`src/rtl/i2c_regport_pkg.sv`:
```
package i2c_regport_pkg;
  localparam int unsigned PTR_W     = 16;
  localparam int unsigned DATA_W    = 32;
  localparam int unsigned MAX_BYTES = DATA_W / 8;
  localparam int unsigned CNT_W     = $clog2(MAX_BYTES + 1);
  localparam int unsigned IDX_W     = $clog2(MAX_BYTES);

  typedef enum logic [2:0] {
    ST_IDLE, ST_ADDR, ST_PTR_HI, ST_PTR_LO, ST_WDATA, ST_RDATA, ST_IGNORE
  } xfer_state_t;

  // width code -> byte count
  function automatic logic [CNT_W-1:0] width_to_bytes(input logic [1:0] code);
    case (code)
      2'b00:   return CNT_W'(1);
      2'b01:   return CNT_W'(2);
      default: return CNT_W'(4);
    endcase
  endfunction

  // byte idx (0 = first sent) of an nbytes-wide value, MS byte first
  function automatic logic [7:0] pick_byte(input logic [DATA_W-1:0] word,
                                           input logic [CNT_W-1:0] nbytes,
                                           input logic [IDX_W-1:0] idx);
    logic [CNT_W-1:0]  lane;
    logic [DATA_W-1:0] shifted;
    lane    = nbytes - CNT_W'(1) - CNT_W'(idx);
    shifted = word >> {lane, 3'b000};
    return shifted[7:0];
  endfunction
endpackage

```
`src/rtl/i2c_line_cond.sv`:
```
module i2c_line_cond #(
  parameter int unsigned STAGES = 2
) (
  input  logic clk,
  input  logic rst_n,
  input  logic scl_i,
  input  logic sda_i,
  output logic scl_s,
  output logic sda_s,
  output logic scl_rise,
  output logic scl_fall,
  output logic start_seen,
  output logic stop_seen
);
  logic [STAGES-1:0] scl_pipe, sda_pipe;
  logic scl_prev, sda_prev;

  always_ff @(posedge clk or negedge rst_n) begin
    if (!rst_n) begin
      scl_pipe <= '1;
      sda_pipe <= '1;
      scl_prev <= 1'b1;
      sda_prev <= 1'b1;
    end else begin
      scl_pipe <= {scl_pipe[STAGES-2:0], scl_i};
      sda_pipe <= {sda_pipe[STAGES-2:0], sda_i};
      scl_prev <= scl_pipe[STAGES-1];
      sda_prev <= sda_pipe[STAGES-1];
    end
  end

  assign scl_s      = scl_pipe[STAGES-1];
  assign sda_s      = sda_pipe[STAGES-1];
  assign scl_rise   = scl_s & ~scl_prev;
  assign scl_fall   = ~scl_s & scl_prev;
  assign start_seen = scl_s & scl_prev & sda_prev & ~sda_s;
  assign stop_seen  = scl_s & scl_prev & ~sda_prev & sda_s;
endmodule

```
`src/rtl/i2c_bit_ctr.sv`:
```
module i2c_bit_ctr (
  input  logic       clk,
  input  logic       rst_n,
  input  logic       run,
  input  logic       restart,
  input  logic       rx_en,
  input  logic       sda_s,
  input  logic       scl_rise,
  input  logic       scl_fall,
  output logic [3:0] bit_cnt,
  output logic [7:0] rx_byte,
  output logic       byte_done,
  output logic       ack_end,
  output logic       data_fall,
  output logic       master_ack
);
  // bit_cnt counts SCL rises: 1..8 data, 9 acknowledge slot
  assign byte_done = run & scl_fall & (bit_cnt == 4'd8);
  assign ack_end   = run & scl_fall & (bit_cnt == 4'd9);
  assign data_fall = run & scl_fall & (bit_cnt >= 4'd1) & (bit_cnt <= 4'd7);

  always_ff @(posedge clk or negedge rst_n) begin
    if (!rst_n) begin
      bit_cnt    <= '0;
      rx_byte    <= '0;
      master_ack <= 1'b0;
    end else if (restart || !run) begin
      bit_cnt <= '0;
    end else begin
      if (scl_rise && bit_cnt < 4'd9) bit_cnt <= bit_cnt + 4'd1;
      if (scl_rise && bit_cnt < 4'd8 && rx_en) rx_byte <= {rx_byte[6:0], sda_s};
      if (scl_rise && bit_cnt == 4'd8) master_ack <= ~sda_s;
      if (ack_end) bit_cnt <= '0;
    end
  end
endmodule

```
`src/rtl/i2c_wr_collect.sv`:
```
module i2c_wr_collect
  import i2c_regport_pkg::*;
#(
  parameter int unsigned BYTES = MAX_BYTES
) (
  input  logic                 clk,
  input  logic                 rst_n,
  input  logic                 clear,
  input  logic                 push,
  input  logic [7:0]           din,
  input  logic [CNT_W-1:0]     need,
  output logic                 full,
  output logic                 wstb,
  output logic [8*BYTES-1:0]   wdata,
  output logic [CNT_W-1:0]     wbytes
);
  localparam int unsigned ACC_W = 8 * BYTES;

  logic [ACC_W-1:0] acc;
  logic [CNT_W-1:0] cnt;
  logic [ACC_W-1:0] acc_next;
  logic [CNT_W-1:0] cnt_next;

  assign acc_next = {acc[ACC_W-9:0], din};
  assign cnt_next = cnt + CNT_W'(1);

  always_ff @(posedge clk or negedge rst_n) begin
    if (!rst_n) begin
      acc    <= '0;
      cnt    <= '0;
      full   <= 1'b0;
      wstb   <= 1'b0;
      wdata  <= '0;
      wbytes <= '0;
    end else begin
      wstb <= 1'b0;
      if (clear) begin
        acc  <= '0;
        cnt  <= '0;
        full <= 1'b0;
      end else if (push && !full) begin
        acc <= acc_next;
        cnt <= cnt_next;
        if (cnt_next == need) begin
          full   <= 1'b1;
          wstb   <= 1'b1;
          wdata  <= acc_next;
          wbytes <= need;
        end
      end
    end
  end
endmodule

```
`src/rtl/i2c_regport.sv`:
```
module i2c_regport
  import i2c_regport_pkg::*;
#(
  parameter logic [6:0]  DEV_ADDR    = 7'b0111000,
  parameter int unsigned SYNC_STAGES = 2
) (
  input  logic              clk,
  input  logic              rst_n,
  input  logic              scl_i,
  input  logic              sda_i,
  output logic              sda_oe,
  output logic [PTR_W-1:0]  reg_addr,
  output logic [DATA_W-1:0] reg_wdata,
  output logic              reg_wstb,
  output logic [CNT_W-1:0]  reg_wbytes,
  output logic              reg_rreq,
  input  logic [DATA_W-1:0] reg_rdata,
  input  logic [1:0]        reg_width
);
  // named internal events
  logic scl_s, sda_s, scl_rise, scl_fall, evt_start, evt_stop;
  logic [3:0] bit_cnt;
  logic [7:0] rx_byte;
  logic byte_done, ack_end, data_fall, master_ack;
  logic run, rx_en, st_addr, addr_hit;
  logic wr_clear, wr_push, wr_full;

  xfer_state_t state, nxt;
  logic [7:0]        ptr_hi;
  logic [DATA_W-1:0] rd_word;
  logic [CNT_W-1:0]  rd_n;
  logic [IDX_W-1:0]  rd_idx;
  logic              rreq_d;
  logic [7:0]        tx_first, tx_cur, tx_next;
  logic              more_bytes;

  i2c_line_cond #(.STAGES(SYNC_STAGES)) u_line (
    .clk(clk), .rst_n(rst_n), .scl_i(scl_i), .sda_i(sda_i),
    .scl_s(scl_s), .sda_s(sda_s), .scl_rise(scl_rise), .scl_fall(scl_fall),
    .start_seen(evt_start), .stop_seen(evt_stop)
  );

  assign run   = (state == ST_ADDR) || (state == ST_PTR_HI) || (state == ST_PTR_LO)
              || (state == ST_WDATA) || (state == ST_RDATA);
  assign rx_en = (state != ST_RDATA);

  i2c_bit_ctr u_bits (
    .clk(clk), .rst_n(rst_n), .run(run), .restart(evt_start), .rx_en(rx_en),
    .sda_s(sda_s), .scl_rise(scl_rise), .scl_fall(scl_fall),
    .bit_cnt(bit_cnt), .rx_byte(rx_byte), .byte_done(byte_done),
    .ack_end(ack_end), .data_fall(data_fall), .master_ack(master_ack)
  );

  assign st_addr  = (state == ST_ADDR);
  assign addr_hit = (rx_byte[7:1] == DEV_ADDR);
  assign wr_clear = evt_start || (byte_done && state == ST_PTR_LO);
  assign wr_push  = byte_done && (state == ST_WDATA) && !wr_full;

  i2c_wr_collect #(.BYTES(MAX_BYTES)) u_wr (
    .clk(clk), .rst_n(rst_n), .clear(wr_clear), .push(wr_push), .din(rx_byte),
    .need(width_to_bytes(reg_width)), .full(wr_full), .wstb(reg_wstb),
    .wdata(reg_wdata), .wbytes(reg_wbytes)
  );

  assign tx_first   = pick_byte(rd_word, rd_n, '0);
  assign tx_cur     = pick_byte(rd_word, rd_n, rd_idx);
  assign tx_next    = pick_byte(rd_word, rd_n, rd_idx + IDX_W'(1));
  assign more_bytes = (CNT_W'(rd_idx) + CNT_W'(1)) < rd_n;

  always_ff @(posedge clk or negedge rst_n) begin
    if (!rst_n) rreq_d <= 1'b0;
    else        rreq_d <= reg_rreq;
  end

  always_ff @(posedge clk or negedge rst_n) begin
    if (!rst_n) begin
      state    <= ST_IDLE;
      nxt      <= ST_IDLE;
      sda_oe   <= 1'b0;
      reg_addr <= '0;
      ptr_hi   <= '0;
      rd_word  <= '0;
      rd_n     <= CNT_W'(1);
      rd_idx   <= '0;
      reg_rreq <= 1'b0;
    end else begin
      reg_rreq <= 1'b0;
      if (evt_start) begin
        state  <= ST_ADDR;
        sda_oe <= 1'b0;
      end else if (evt_stop) begin
        state  <= ST_IDLE;
        sda_oe <= 1'b0;
      end else begin
        if (rreq_d) begin
          rd_word <= reg_rdata;
          rd_n    <= width_to_bytes(reg_width);
        end
        if (byte_done) begin
          case (state)
            ST_ADDR: begin
              if (addr_hit) begin
                sda_oe   <= 1'b1;
                nxt      <= rx_byte[0] ? ST_RDATA : ST_PTR_HI;
                reg_rreq <= rx_byte[0];
              end else begin
                sda_oe <= 1'b0;
                nxt    <= ST_IGNORE;
              end
            end
            ST_PTR_HI: begin
              sda_oe <= 1'b1;
              ptr_hi <= rx_byte;
              nxt    <= ST_PTR_LO;
            end
            ST_PTR_LO: begin
              sda_oe   <= 1'b1;
              reg_addr <= {ptr_hi, rx_byte};
              nxt      <= ST_WDATA;
            end
            ST_WDATA: begin
              sda_oe <= !wr_full;
              nxt    <= wr_full ? ST_IGNORE : ST_WDATA;
            end
            ST_RDATA: sda_oe <= 1'b0;
            default:  sda_oe <= 1'b0;
          endcase
        end
        if (data_fall && state == ST_RDATA) sda_oe <= ~tx_cur[3'd7 - bit_cnt[2:0]];
        if (ack_end) begin
          if (state == ST_RDATA) begin
            if (master_ack && more_bytes) begin
              rd_idx <= rd_idx + IDX_W'(1);
              sda_oe <= ~tx_next[7];
            end else begin
              sda_oe <= 1'b0;
              state  <= ST_IGNORE;
            end
          end else begin
            state <= nxt;
            if (nxt == ST_RDATA) begin
              rd_idx <= '0;
              sda_oe <= ~tx_first[7];
            end else begin
              sda_oe <= 1'b0;
            end
          end
        end
      end
    end
  end
endmodule

```
`config.mk`:
```
export PLATFORM = sky130hd
export DESIGN_NAME = i2c_regport
export DESIGN_NICKNAME = d
export VERILOG_FILES = /design/src/rtl/i2c_regport_pkg.sv /design/src/rtl/i2c_line_cond.sv /design/src/rtl/i2c_bit_ctr.sv /design/src/rtl/i2c_wr_collect.sv /design/src/rtl/i2c_regport.sv
export SDC_FILE = /design/constraint.sdc
export NUM_CORES = 1
export LEC_CHECK = 0
export BUFFER_PORTS_ARGS = -buffer_cell sky130_fd_sc_hd__buf_4
export CAP_MARGIN = 5
export CORE_MARGIN = 2
export CORE_UTILIZATION = 35
export DETAILED_ROUTE_END_ITERATION = 10
export GPL_TIMING_DRIVEN = 0
export SETUP_SLACK_MARGIN = 0.15
export SLEW_MARGIN = 0
export SYNTH_ARGS = -nofsm -noshare
export SYNTH_HDL_FRONTEND = slang
export SYNTH_SLANG_ARGS = --single-unit
```
`constraint.sdc`:
```
create_clock -name clk -period 3.14 [get_ports clk]
set_input_delay 0.785 -clock clk [delete_from_list [all_inputs] [get_ports clk]]
set_output_delay 0.785 -clock clk [all_outputs]
set_load 0.01 [all_outputs]
```
; ---- Word-level counts from Yosys, hierarchy flattened
; Cells that the tools add are included.
[word_totals]
inputBits = 38
reg_bits = 153
elab_cells = 157
output_inout_bits = 54
[op_classes]
n_addsub = 8
n_bitwise = 23
muxes = 43
n_lt_le_gt_ge = 6
n_reduce_logical = 37
eq_ne = 14
shift = 3
[ops]
columns = operator, n
row1 = $shr A32 B6 Y8, 3
row2 = $mux W24, 2
row3 = $mux W3, 9
row4 = $mux W1, 21
row5 = $and A1 B1 Y1, 12
row6 = $mux W4, 3
row7 = $pmux W3 S4, 1
row8 = $reduce_and A4 Y1, 3
row9 = $not A1 Y1, 11
row10 = $logic_and A1 B1 Y1, 10
row11 = $eq A3 B3 Y1 const B, 3
row12 = $eq A4 B4 Y1 const B, 2
row13 = $lt A4 B4 Y1 const B, 2
row14 = $mux W2, 4
row15 = $reduce_and A2 Y1, 4
row16 = $eq A7 B6 Y1 const B, 1
row17 = $eq A3 B2 Y1 const B, 2
row18 = $logic_or A1 B1 Y1, 6
row19 = $pmux W3 S2, 1
row20 = $reduce_and A3 Y1, 2
row21 = $reduce_bool A2 Y1, 3
row22 = $reduce_bool A3 Y1, 2
row23 = $sub A3 B2 Y3, 2
row24 = $reduce_and A5 Y1, 1
row25 = 23 further kinds, 24

; ---- Longest topological paths before layout
; Gate-level depths: netlist (run 1).
[logic_depth]
ltp_word = 13
ltp_mapped = 10
ltp_nobuf = 9

; ---- Cells and area by module
; A second synthesis (run 1) with hierarchy kept.
[unflattened]
hier_cells = 564
area_unflattened_um2 = 6932.9
[by_module_without_submodules]
columns = mod, area_per_inst_um2, cells_each, instances, seq_area_each_um2
row1 = i2c_regport, 3480.8, 338, 1, 1752.9
row2 = i2c_wr_collect, 2568.7, 158, 1, 1601.5
row3 = i2c_bit_ctr, 693.2, 58, 1, 325.3
row4 = i2c_line_cond, 190.2, 10, 1, 157.7

; ---- Least setup slack after synthesis (run 1)
; No wires, ideal clock.
[synth_timing]
kind = reg2reg
from = reg rd_n[0]
to = reg sda_oe
path_buffers = 0
setup_time_ns = 0.143
slack_ns = 0.666
stages_incl_launch_ff = 10
arrival_ns = 2.332
period_less_slack_ns = 2.474
required_ns = 2.997
path_cell_list = dfstp_2 inv_1 ha_1 inv_1 fa_1 mux4_2 nand2_1 and3_1 a2111oi_0 o22ai_1
[synth_between]
elab_chain_len = 10
word_cells_on_any_way = 20
cone_classes = add/sub: 3 / order compare: 1 / shift: 3 / mux: 9 / bitwise: 3 / reduce/logical: 1
[synth_lines]
columns = item, line
row1 = from (decl), i2c_regport.sv:31  ; logic [CNT_W-1:0] rd_n;
row2 = from (signal assigned), i2c_regport.sv:97  ; rd_n <= width_to_bytes(reg_width);
row3 = $sub A3 B1 Y3, i2c_regport_pkg.sv:27  ; lane = nbytes - CNT_W'(1) - CNT_W'(idx);
row4 = $sub A3 B2 Y3, i2c_regport_pkg.sv:27
row5 = $shr A32 B6 Y8, i2c_regport_pkg.sv:28  ; shifted = word >> {lane, 3'b000};
row6 = $bmux W1 S3, i2c_regport.sv:129  ; if (data_fall && state == ST_RDATA) sda_oe <= ~tx_cur[3'd7 - bit_cnt[2:0]];
row7 = $mux W1 (not written as such), i2c_regport.sv:129
row8 = $not A1 Y1, i2c_regport.sv:129
row9 = $mux W1, i2c_regport.sv:129
row10 = $mux W1 *, i2c_regport.sv:130  ; if (ack_end) begin
row11 = $mux W1 *, i2c_regport.sv:91  ; end else if (evt_stop) begin
row12 = $mux W1 *, i2c_regport.sv:88  ; if (evt_start) begin
row13 = to (signal assigned), i2c_regport.sv:129
row14 = to (signal assigned), i2c_regport.sv:134  ; sda_oe <= ~tx_next[7];
row15 = to (signal assigned), i2c_regport.sv:143  ; sda_oe <= ~tx_first[7];
row16 = to (decl), i2c_regport.sv:11  ; output logic sda_oe,
; Mark *: on every way between the ends. The rest lies on a longest branch, timed or not. The select of a mux whose other input is x is not followed.
; A chain may end at the register's enable or synchronous reset.

; ---- Worst setup path after layout (run 1)
; Same ends and word-level chain as after synthesis.

==> metrics.md, run 1 <==
| Metric | Value |
|---|---|
| Run status | `complete, no violations` |
| Worst path max stage delay | `0.63 ns` |
| Cell variety after synth | `60` |
| DRT Pass-1 Iters | `4` |
| Post-route minimum period | `2.733 ns` |
| Pre-CTS WS | `0.3104 ns` |
| Vias per inst | `4.905` |
| Pin count of the biggest net entering global routing | `105` |
| Buf/Inv on CP | `2` |
| Critical Path End Type | `register` |
| Max Freq | `365.9 MHz` |
| Pwr dens | `493.6 nW/um2` |
| Top sig layer | `met4` |
| Clock transition at path regs | `0.06 ns` |
| DRC violations left | `0` |
| DP HPWL | `10,260 um` |
| Mapped Nets | `591` |
| Cells after Synth | `541` |
| CTS tree | `done` |
| Core area | `18,890 um2` |
| Area leader, netlist | `dfrtp_1` |
| Initial Utilization | `0.3595` |
| Final Cycle Share | `0.8704` |
| CTS root buf | `clkbuf_16` |
| WHS | `0.2942 ns` |
| Top post-synthesis cells by area | `dfrtp_1 54%, mux2_2 16%, nand2_1 4.2%, dfstp_2 2.7%, a21oi_1 2.6%` |
| Leak | `4.064 nW` |
| Setup CP Type | `register to register` |
| Via Count | `4,537` |
| Fillers | `1,779` |
| Fin nets | `702` |
| Die Width | `143.3 um` |
| Total CTS buffers | `17` |
| CP Launch Type | `register` |
| First-pass GRT wire length | `23,900 um` |
| Async S/R FF share, synth | `1.000` |
| Clock latency on the worst-skew pair | `0.43 ns` |
| Synth-to-Final Area Change | `23.61%` |
| Mapped Area | `6793 um2` |
| RSZ-0062 raised after global routing | `false` |
| Fin. Hold Viols | `0` |
| Cell repeated most along the worst path | `inv_1` |
| Post-CTS Setup Inserts | `0` |
| Rows | `50` |
| Pins Over Slew Limit | `0` |
| Setup TNS | `0 ns` |
| Ys Warns | `0` |
| Post-synth top cells | `146 x dfrtp_1, 94 x mux2_2, 76 x nand2_1` |
| Post-synth EDFFs | `0` |
| CP delay by family, top | `adder cells` |
| Initial antenna violation count | `0` |
| Synth Flop Type | `dfrtp_1` |
| VDD IR max | `409.7 uV` |
| Top cell type's share of synthesized area | `0.5379` |
| Routed len/inst | `15.77 um` |
| Worst Tran Pin Value | `0.5811 ns` |
| Required @ worst endpoint | `3.43 ns` |
| Fin worst setup slack | `0.4071 ns` |
| Routability Congestion | `0.8400` |
| Relative slew slack | `0.6116` |
| Final setup skew | `0.02083 ns` |
| Detail Route met2 WL | `7222 um` |
| Overall global routing resource usage | `0.1494` |
| Mapped Avg Cell Area | `12.56 um2` |
| CTS Buffer Depth | `2` |
| Gr ovfl total | `0` |
| Boundary Pins | `92` |
| Number of routed nets with antenna violations | `0` |
| CP max stage cell | `fa_2` |
| Hold Path Class | `input pin to async pin` |
| DR WL met3 | `485 um` |
| 1st-iter DRT viols | `234` |
| Die footprint | `20,540 um2` |
| Wl on met1 | `6692 um` |
| Most common cell in the netlist | `dfrtp_1` |
| Final setup viols | `0` |
| Height of the chip | `143.3 um` |
| CTS H-tree depth | `4` |
| Post-synthesis sequential area ratio | `0.5649` |
| Critical-path cell list | `inv_1 -> ha_1 -> inv_1 -> fa_2 -> mux4_2 -> nand2_1 -> and3_1 -> a2111oi_0 -> o22ai_1` |
| Port buffer count | `91` |
| Fraction of layout cells with a size suffix above 1 | `0.3955` |
| Max-cap violations | `0` |
| Diode count | `0` |
| Yosys reg bits | `153` |
| Worst Path Max Fanout | `6` |
| Final wirelength | `14,590 um` |
| Worst EP arrival | `3.02 ns` |
| Vias in the first global route | `4,696` |
| Clock Sinks | `153` |
-- layer usage --
metal / up-vias / track usage
met5: - / 0
met4: 0 / 0.05521
met3: 15 / 0.03132
met2: 86 / 0.2395
met1: 2304 / 0.2009
li1: 2132 / -
-- cell usage in the layout, fill, tap and decap left out, types with 8 or more instances in the layout --
cell type / count
nand2_1: 76
buf_4: 94
clkbuf_16: 17
mux2i_1: 12
inv_6: 8
o21ai_0: 9
ha_1: 10
inv_1: 18
buf_2: 9
nand3_1: 8
nor2_1: 22
mux2_2: 94
dfrtp_1: 146
a21oi_1: 35
-- state kept, by name (all words and copies together) (netlist names), 2 cells and up --
| register | count |
|---|---|
| nxt | 3 |
| state | 3 |
| ptr_hi | 8 |
| rd_idx | 2 |
| u_wr.cnt | 3 |
| u_wr.wdata | 32 |
| rd_n | 3 |
| rd_word | 32 |
| u_bits.rx_byte | 8 |
| u_line.sda_pipe | 2 |
| reg_addr | 16 |
| u_wr.wbytes | 3 |
| u_wr.acc | 24 |
| u_line.scl_pipe | 2 |
| u_bits.bit_cnt | 4 |
-- where the power goes --
group	internal, mW	switching, mW	total (mW)	leakage [nW]
combinational	0.0775	0.0848	0.162	1.75
sequential	2.01	0.0359	2.04	2.03
clock	1.08	0.861	1.94	0.278
-- metrics by stage --
step	cell area [um2]	instances	utilization	power, mW
global route	8397	925	0.4444	4.308
floorplan	6793	541	-	2.135
finish	8397	925	0.4444	4.145
CTS	8393	925	0.4442	4.207
detailed placement	7833	893	0.4146	2.247
global placement	7801	892	0.4129	2.235
-- cell type report --
class,count,area [um2],share of cell area
sequential,153,3837,0.4570
buffer,24,140.1,0.01669
clock inverter,13,107.6,0.01281
inverter,18,67.56,0.008046
clock buffer,19,452.9,0.05394
timing repair buffer,92,714.4,0.08508
tap,260,325.3,0.03874
multi-input combinational,346,2751,0.3277
-- kinds of logic (layout without fill, tap and decap cells) --
kind of cell / count (synthesis) / in the layout / share of synthesized area
flops: 153 / 153 / 0.5649
fa+ha+maj: 12 / 12 / 0.02431
mux: 117 / 117 / 0.2056
xor+xnor: 8 / 8 / 0.01032
simple gates: 140 / 140 / 0.1009
buf+inv: 42 / 166 / 0.03039
compound gates: 69 / 69 / 0.06355
-- timing repair --
action | in CTS | in global routing
hold endpoints to repair | 0 | 0
hold buffers | 0 | 0
setup endpoints to repair | 0 | 1
resized for setup | 0 | 2
-- path summary, 6_finish.rpt --
| kind | cells past startpoint | slack [ns] | to | startpoint |
|---|---|---|---|---|
| max reg2reg | 9 | 0.41 | sda_oe$_DFFE_PN0P_ | rd_n[0]$_DFFE_PN1P_ |
| max | 9 | 0.41 | sda_oe$_DFFE_PN0P_ | rd_n[0]$_DFFE_PN1P_ |
| min reg2reg | 0 | 0.36 | u_line.sda_pipe[1]$_DFF_PN1_ | u_line.sda_pipe[0]$_DFF_PN1_ |
| min in group clk | 0 | 0.36 | u_line.sda_pipe[1]$_DFF_PN1_ | u_line.sda_pipe[0]$_DFF_PN1_ |
| max in group asynchronous | 2 | 1.98 | u_wr.acc[12]$_DFFE_PN0P_ | rst_n |
| min | 1 | 0.29 | rd_word[4]$_DFFE_PN0P_ | rst_n |
Power figures use the tool's default switching activity.
==> inputs of run 2 (changes only) <==
--- a/config.mk
+++ b/config.mk
@@ -8,7 +8,7 @@
 export BUFFER_PORTS_ARGS = -buffer_cell sky130_fd_sc_hd__buf_4
 export CAP_MARGIN = 5
 export CORE_MARGIN = 2
-export CORE_UTILIZATION = 35
+export CORE_UTILIZATION = 24
 export DETAILED_ROUTE_END_ITERATION = 10
 export GPL_TIMING_DRIVEN = 0
 export SETUP_SLACK_MARGIN = 0.15
==> run 2 against run 1 <==
  * Wire length up 4.1%
  * Clock power barely moved
  * Critical endpoint unchanged
  * Count of clock-buffer cells in the layout unchanged
  * Global-route usage down 4.1 points
  * Clock skew down 0.012 ns
==> metrics.md, run 2 (synthesis gave the netlist of run 1 again) <==
| Metric | Value |
|---|---|
| Required @ worst endpoint | `3.42 ns` |
| Fillers | `2,801` |
| RSZ-0062 raised after global routing | `false` |
| Most frequent cells in the layout | `146 x dfrtp_1, 94 x buf_4, 94 x mux2_2` |
| Height of the chip | `172.2 um` |
| Final Cycle Share | `0.8935` |
| Seq. cell area | `3837 um2` |
| First-pass GRT wire length | `24,830 um` |
| Power Total | `4.155 mW` |
| Gr ovfl total | `0` |
| Fraction of layout cells with a size suffix above 1 | `0.3940` |
| Clock network fraction of design power | `0.468` |
| Port buffer count | `91` |
| Switching pwr | `1.013 mW` |
| Initial Utilization | `0.2438` |
| Hold Path Class | `input pin to async pin` |
| Synth-to-Final Area Change | `25.71%` |
| Internal Power | `3.142 mW` |
| Switching share of power | `0.2438` |
| Fin. Hold Viols | `0` |
| Critical Path End Type | `register` |
| Routed len/inst | `14.56 um` |
| Number of routed nets with antenna violations | `0` |
| Pin count of the biggest net entering global routing | `81` |
| Relative slew slack | `0.5723` |
| Overall global routing resource usage | `0.1089` |
| Register share of total power | `0.493` |
| 1st-iter DRT viols | `264` |
| Die footprint | `29,660 um2` |
| Clock transition at path regs | `0.07 ns` |
| Diode count | `0` |
| Run status | `complete, no violations` |
| Post-route minimum period | `2.805 ns` |
| DP HPWL | `10,650 um` |
| CTS Buffer Depth | `2` |
| Final setup skew | `0.009219 ns` |
| DRT Pass-1 Iters | `4` |
| Core area | `27,860 um2` |
| Die Width | `172.2 um` |
| CP Launch Type | `register` |
| Final wirelength | `15,180 um` |
| Worst Path Max Fanout | `6` |
| Boundary Pins | `92` |
| CTS root buf | `clkbuf_16` |
| Routability Congestion | `0.8443` |
| Worst EP arrival | `3.09 ns` |
| Final setup viols | `0` |
| Pwr dens | `486.6 nW/um2` |
| Max Freq | `356.5 MHz` |
| Initial antenna violation count | `0` |
| Max-cap violations | `0` |
| Commonest non-fill, non-tap cell in the layout | `dfrtp_1` |
| CTS H-tree depth | `4` |
| Rows | `61` |
| Worst Tran Pin Value | `0.6416 ns` |
| Setup TNS | `0 ns` |
| Top flop regs | `rd_word (32), u_wr.wdata (32), u_wr.acc (24)` |
| Setup CP Type | `register to register` |
| DRC violations left | `0` |
| Fin nets | `702` |
| Leak | `4.059 nW` |
| Vias in the first global route | `4,720` |
| Hold_buf cts | `0` |
| Clock latency on the worst-skew pair | `0.43 ns` |
| CTS tree | `done` |
| Pins Over Slew Limit | `0` |
| Vias per inst | `4.265` |
| VDD IR max | `353.5 uV` |
| Clock Sinks | `153` |
| Multi-input gate area | `2753 um2` |
| Total CTS buffers | `17` |
| Combinational power share | `0.039` |
| Via Count | `4,448` |
[run 2: what timing repair did]
item,CTS,global route
setup endpoints to repair,1,1
buffers inserted,0,0
gates resized for setup,2,1
[run 2: worst paths after layout]
kind | start | to | slack (ns) | depth (start not counted)
hold reg to reg | u_line.scl_pipe[0]$_DFF_PN1_ | u_line.scl_pipe[1]$_DFF_PN1_ | 0.36 | 0
setup reg to reg | rd_n[0]$_DFFE_PN1P_ | sda_oe$_DFFE_PN0P_ | 0.33 | 9
min in group clk | u_line.scl_pipe[0]$_DFF_PN1_ | u_line.scl_pipe[1]$_DFF_PN1_ | 0.36 | 0
setup / recovery | rd_n[0]$_DFFE_PN1P_ | sda_oe$_DFFE_PN0P_ | 0.33 | 9
hold / removal | rst_n | rd_word[16]$_DFFE_PN0P_ | 0.31 | 1
max in group asynchronous | rst_n | u_line.sda_pipe[0]$_DFF_PN1_ | 2.03 | 2
[run 2: power by group through the flow]
stage          Sequential, mW  Clock [mW]  Combinational [mW]
2_1_floorplan            2.07           0              0.0684
3_3_place_gp             2.08           0               0.161
3_5_place_dp             2.08           0               0.168
4_1_cts                  2.05        2.00               0.169
5_1_grt                  2.05        2.08               0.183
6_report                 2.05        1.94               0.163
[run 2: critical path, stage by stage, from the launching register on]
cell and delay (ns):
dfstp_2 0.59, inv_1 0.06, ha_1 0.30, inv_1 0.08, fa_2 0.64, mux4_2 0.22, nand2_1 0.05, and3_1 0.18
a2111oi_1 0.37, o22ai_1 0.16
[run 2: through the flow]
step | area, um2 | hold WS (ns) | instances | utilization | setup WS, ns
after floorplan | 6793 | 0.3452 | 541 | - | 0.6659
after global placement | 7949 | 0.3463 | 1010 | 0.2853 | 0.04308
after detailed placement | 7984 | 0.3469 | 1011 | 0.2866 | 0.01249
after CTS | 8537 | 0.3522 | 1043 | 0.3064 | 0.1890
after global routing | 8539 | 0.3618 | 1043 | 0.3065 | 0.1614
final | 8539 | 0.3078 | 1043 | 0.3065 | 0.3346
[run 2: final cells by class]
class,count,share of cell area
Sequential cell,153,0.4494
Multi-Input combinational cell,346,0.3223
Timing Repair Buffer,92,0.08410
Tap cell,378,0.05538
Clock buffer,19,0.05187
Buffer,24,0.01641
Clock inverter,13,0.01260
Inverter,18,0.007912
[run 2: layer usage]
metal  global-route usage  part of all wire  up-vias  wire length (um)
li1                     -                 -     2125                 -
met1               0.1362              0.45     2242              6828
met2               0.1779              0.49       58              7461
met3              0.02861             0.039       23               588
met4              0.04640             0.020        0               305
met5                    0                 0        -                 0
==> inputs of run 3 (changes only) <==
--- a/config.mk
+++ b/config.mk
@@ -5,6 +5,7 @@
 export SDC_FILE = /design/constraint.sdc
 export NUM_CORES = 1
 export LEC_CHECK = 0
+export ABC_AREA = 1
 export BUFFER_PORTS_ARGS = -buffer_cell sky130_fd_sc_hd__buf_4
 export CAP_MARGIN = 5
 export CORE_MARGIN = 2
==> run 3 against run 2 <==
  * Sequential power is essentially flat
  * Clock skew increased by 0.0067 ns
  * Die area grew 0.95%
  * Core utilization up 0.36 points
  * Synthesized cell count is 38% higher
  * Register-to-register slack better by 0.07 ns
==> metrics.md, run 3 <==
| Metric | Value |
|---|---|
| Vias in the first global route | `5,309` |
| Dpl cell area | `8050 um2` |
| Stages on worst setup path | `14` |
| Fin cells | `1,250` |
| Top sig layer | `met4` |
| Pin count of the biggest net entering global routing | `121` |
| Initial antenna violation count | `0` |
| Relative slew slack | `0.5570` |
| CP Launch Type | `register` |
| Critical-path cell list | `inv_1 -> ha_1 -> inv_1 -> fa_1 -> clkbuf_1 -> inv_2 -> nor2_1 -> o21ai_0 -> nand3_1 -> nand3_1 -> nand3_1 -> nand3_1 -> nand2_1 -> nand2_1` |
| Diode count | `0` |
| Buf/Inv on CP | `4` |
| Worst Tran Pin Value | `0.6645 ns` |
| 1st-iter DRT viols | `258` |
| Final Cycle Share | `0.8700` |
| Adder-cell share of the synthesized area | `0.02408` |
| CP delay by family, top | `adder cells` |
| Pre-CTS WS | `0.2302 ns` |
| Post-synth EDFFs | `0` |
| Worst EP arrival | `3.04 ns` |
| Fin worst setup slack | `0.4082 ns` |
| Rows | `61` |
| Post-cts resize count | `0` |
| Routed len/inst | `13.54 um` |
| Height of the chip | `173.1 um` |
| VDD IR max | `300.4 uV` |
| WHS | `0.2150 ns` |
| Worst path max stage delay | `0.58 ns` |
| Power Total | `4.497 mW` |
| Pins Over Slew Limit | `0` |
| Cells after Synth | `748` |
| Critical Path End Type | `register` |
| Setup TNS | `0 ns` |
| Largest family of logic cells by synthesized area | `simple AND/OR/NAND/NOR gates` |
| Seq. cell area | `3837 um2` |
| Final core occ | `0.3101` |
| Yosys reg bits | `153` |
| Multi-input gate area | `2494 um2` |
| Vias per inst | `4.159` |
| Fraction of layout cells with a size suffix above 1 | `0.2477` |
| R2r setup slk | `0.41 ns` |
| Fin. Hold Viols | `0` |
| CTS H-tree depth | `4` |
| Max-cap violations | `0` |
| Overall global routing resource usage | `0.1177` |
| Final setup skew | `0.01593 ns` |
| Worst R2R Path Depth | `14` |
| Clock transition at path regs | `0.07 ns` |
| Most common cell in the netlist | `nand2_1` |
| Via Count | `5,199` |
| DRT Pass-1 Iters | `7` |
| Core area | `27,930 um2` |
| Top flop regs | `rd_word (32), u_wr.wdata (32), u_wr.acc (24)` |
| Post-synthesis mux area share | `0.003283` |
| Clock latency on the worst-skew pair | `0.43 ns` |
| Leak | `4.136 nW` |
| Synth-to-Final Area Change | `26.29%` |
| Hold Path Class | `input pin to async pin` |
| Fin nets | `909` |
| Mapped Area | `6859 um2` |
| Fillers | `2,971` |
| Wl on met1 | `8422 um` |
| Number of routed nets with antenna violations | `0` |
| Worst R2R End | `sda_oe$_DFFE_PN0P_` |
| Run status | `complete, no violations` |
| DR WL met3 | `843 um` |
| Xor/xnor share of the synthesized area | `0.01022` |
| Post-synthesis sequential area ratio | `0.5595` |
| Max Freq | `366.1 MHz` |
| Detail Route met2 WL | `7548 um` |
| Cell repeated most along the worst path | `nand3_1` |
| Async S/R FF share, synth | `1.000` |
| Post-route minimum period | `2.732 ns` |
| RSZ-0062 raised after global routing | `false` |
| Cell variety after synth | `39` |
| Area leader, netlist | `dfrtp_1` |
| Clock Sinks | `153` |
| Top cell type's share of synthesized area | `0.5327` |
| Final setup viols | `0` |
| CTS tree | `done` |
| Gr ovfl total | `0` |
| Commonest non-fill, non-tap cell in the layout | `nand2_1` |
| Pwr dens | `519.1 nW/um2` |
| Post-Synth Simple-Gate Area | `0.1988` |
| DP Cell Count | `1,218` |
| Die footprint | `29,950 um2` |
| CTS root buf | `clkbuf_16` |
| Post-CTS Setup Inserts | `0` |
| Mapped Avg Cell Area | `9.170 um2` |
| Port buffer count | `91` |
| Hold_buf cts | `0` |
| Synthesized-area fraction occupied by ao, oa, aoi and oai cells | `0.1271` |
| CP max stage cell | `dfstp_2` |
| Final wirelength | `16,930 um` |
| First-pass GRT wire length | `28,550 um` |
| Routability Congestion | `0.8173` |
| Worst Path Max Fanout | `9` |
| Top post-synthesis cells by area | `dfrtp_1 53%, nand2_1 13%, o21ai_2 5.2%, o21ai_0 5.1%, inv_1 4.5%` |
| Boundary Pins | `92` |
| CTS Buffer Depth | `2` |
| Initial Utilization | `0.2455` |
| Ys Warns | `0` |
| Synth Flop Type | `dfrtp_1` |
| Mapped Nets | `798` |
| Reg2reg start | `rd_n[0]$_DFFE_PN1P_` |
| Total CTS buffers | `17` |
| DRC violations left | `0` |
| Required @ worst endpoint | `3.45 ns` |
| Final Cell Area | `8662 um2` |
| Post-synth top cells | `239 x nand2_1, 146 x dfrtp_1, 83 x inv_1` |
| Setup CP Type | `register to register` |
| Die Width | `173.1 um` |
| Most frequent cells in the layout | `239 x nand2_1, 146 x dfrtp_1, 91 x buf_4` |
| DP HPWL | `12,070 um` |
==> run 3: logic make-up after synthesis <==
logic type / count (synthesis)
adders and majority gates: 12
buffers and inverters: 117
DFF: 153
and+or+nand+nor: 315
xor gates and xnor gates: 8
muxes: 2
AOI/OAI and AO/OA: 141
==> run 3: per-layer routing <==
metal / vias to the layer above / track usage
li1: 2605 / -
met1: 2466 / 0.1648
met2: 116 / 0.1797
met3: 12 / 0.03518
met4: 0 / 0.02472
met5: - / 0
==> run 3: how the worst max path moves through the flow <==
stage | end | startpoint | slack (ns)
floorplan | sda_oe$_DFFE_PN0P_ | rd_n[0]$_DFFE_PN1P_ | 0.62
global placement | sda_oe$_DFFE_PN0P_ | rd_n[0]$_DFFE_PN1P_ | 0.26
detailed placement | sda_oe$_DFFE_PN0P_ | rd_n[0]$_DFFE_PN1P_ | 0.23
CTS | sda_oe$_DFFE_PN0P_ | rd_n[0]$_DFFE_PN1P_ | 0.20
global route | sda_oe$_DFFE_PN0P_ | rd_n[0]$_DFFE_PN1P_ | 0.20
finish | sda_oe$_DFFE_PN0P_ | rd_n[0]$_DFFE_PN1P_ | 0.41
==> run 3: cell type report <==
cell class                      count  area share
Multi-Input combinational cell    478      0.2879
Inverter                           91     0.03958
Buffer                             26     0.02138
Clock buffer                       17     0.04911
Clock inverter                     15     0.02152
Sequential cell                   153      0.4430
Tap cell                          378     0.05460
Timing Repair Buffer               92     0.08291
==> run 3: power by group <==
part | total (mW) | internal (mW) | switching [mW]
sequential | 2.08 | 2.02 | 0.0529
combinational | 0.287 | 0.0842 | 0.203
clock | 2.13 | 1.20 | 0.929
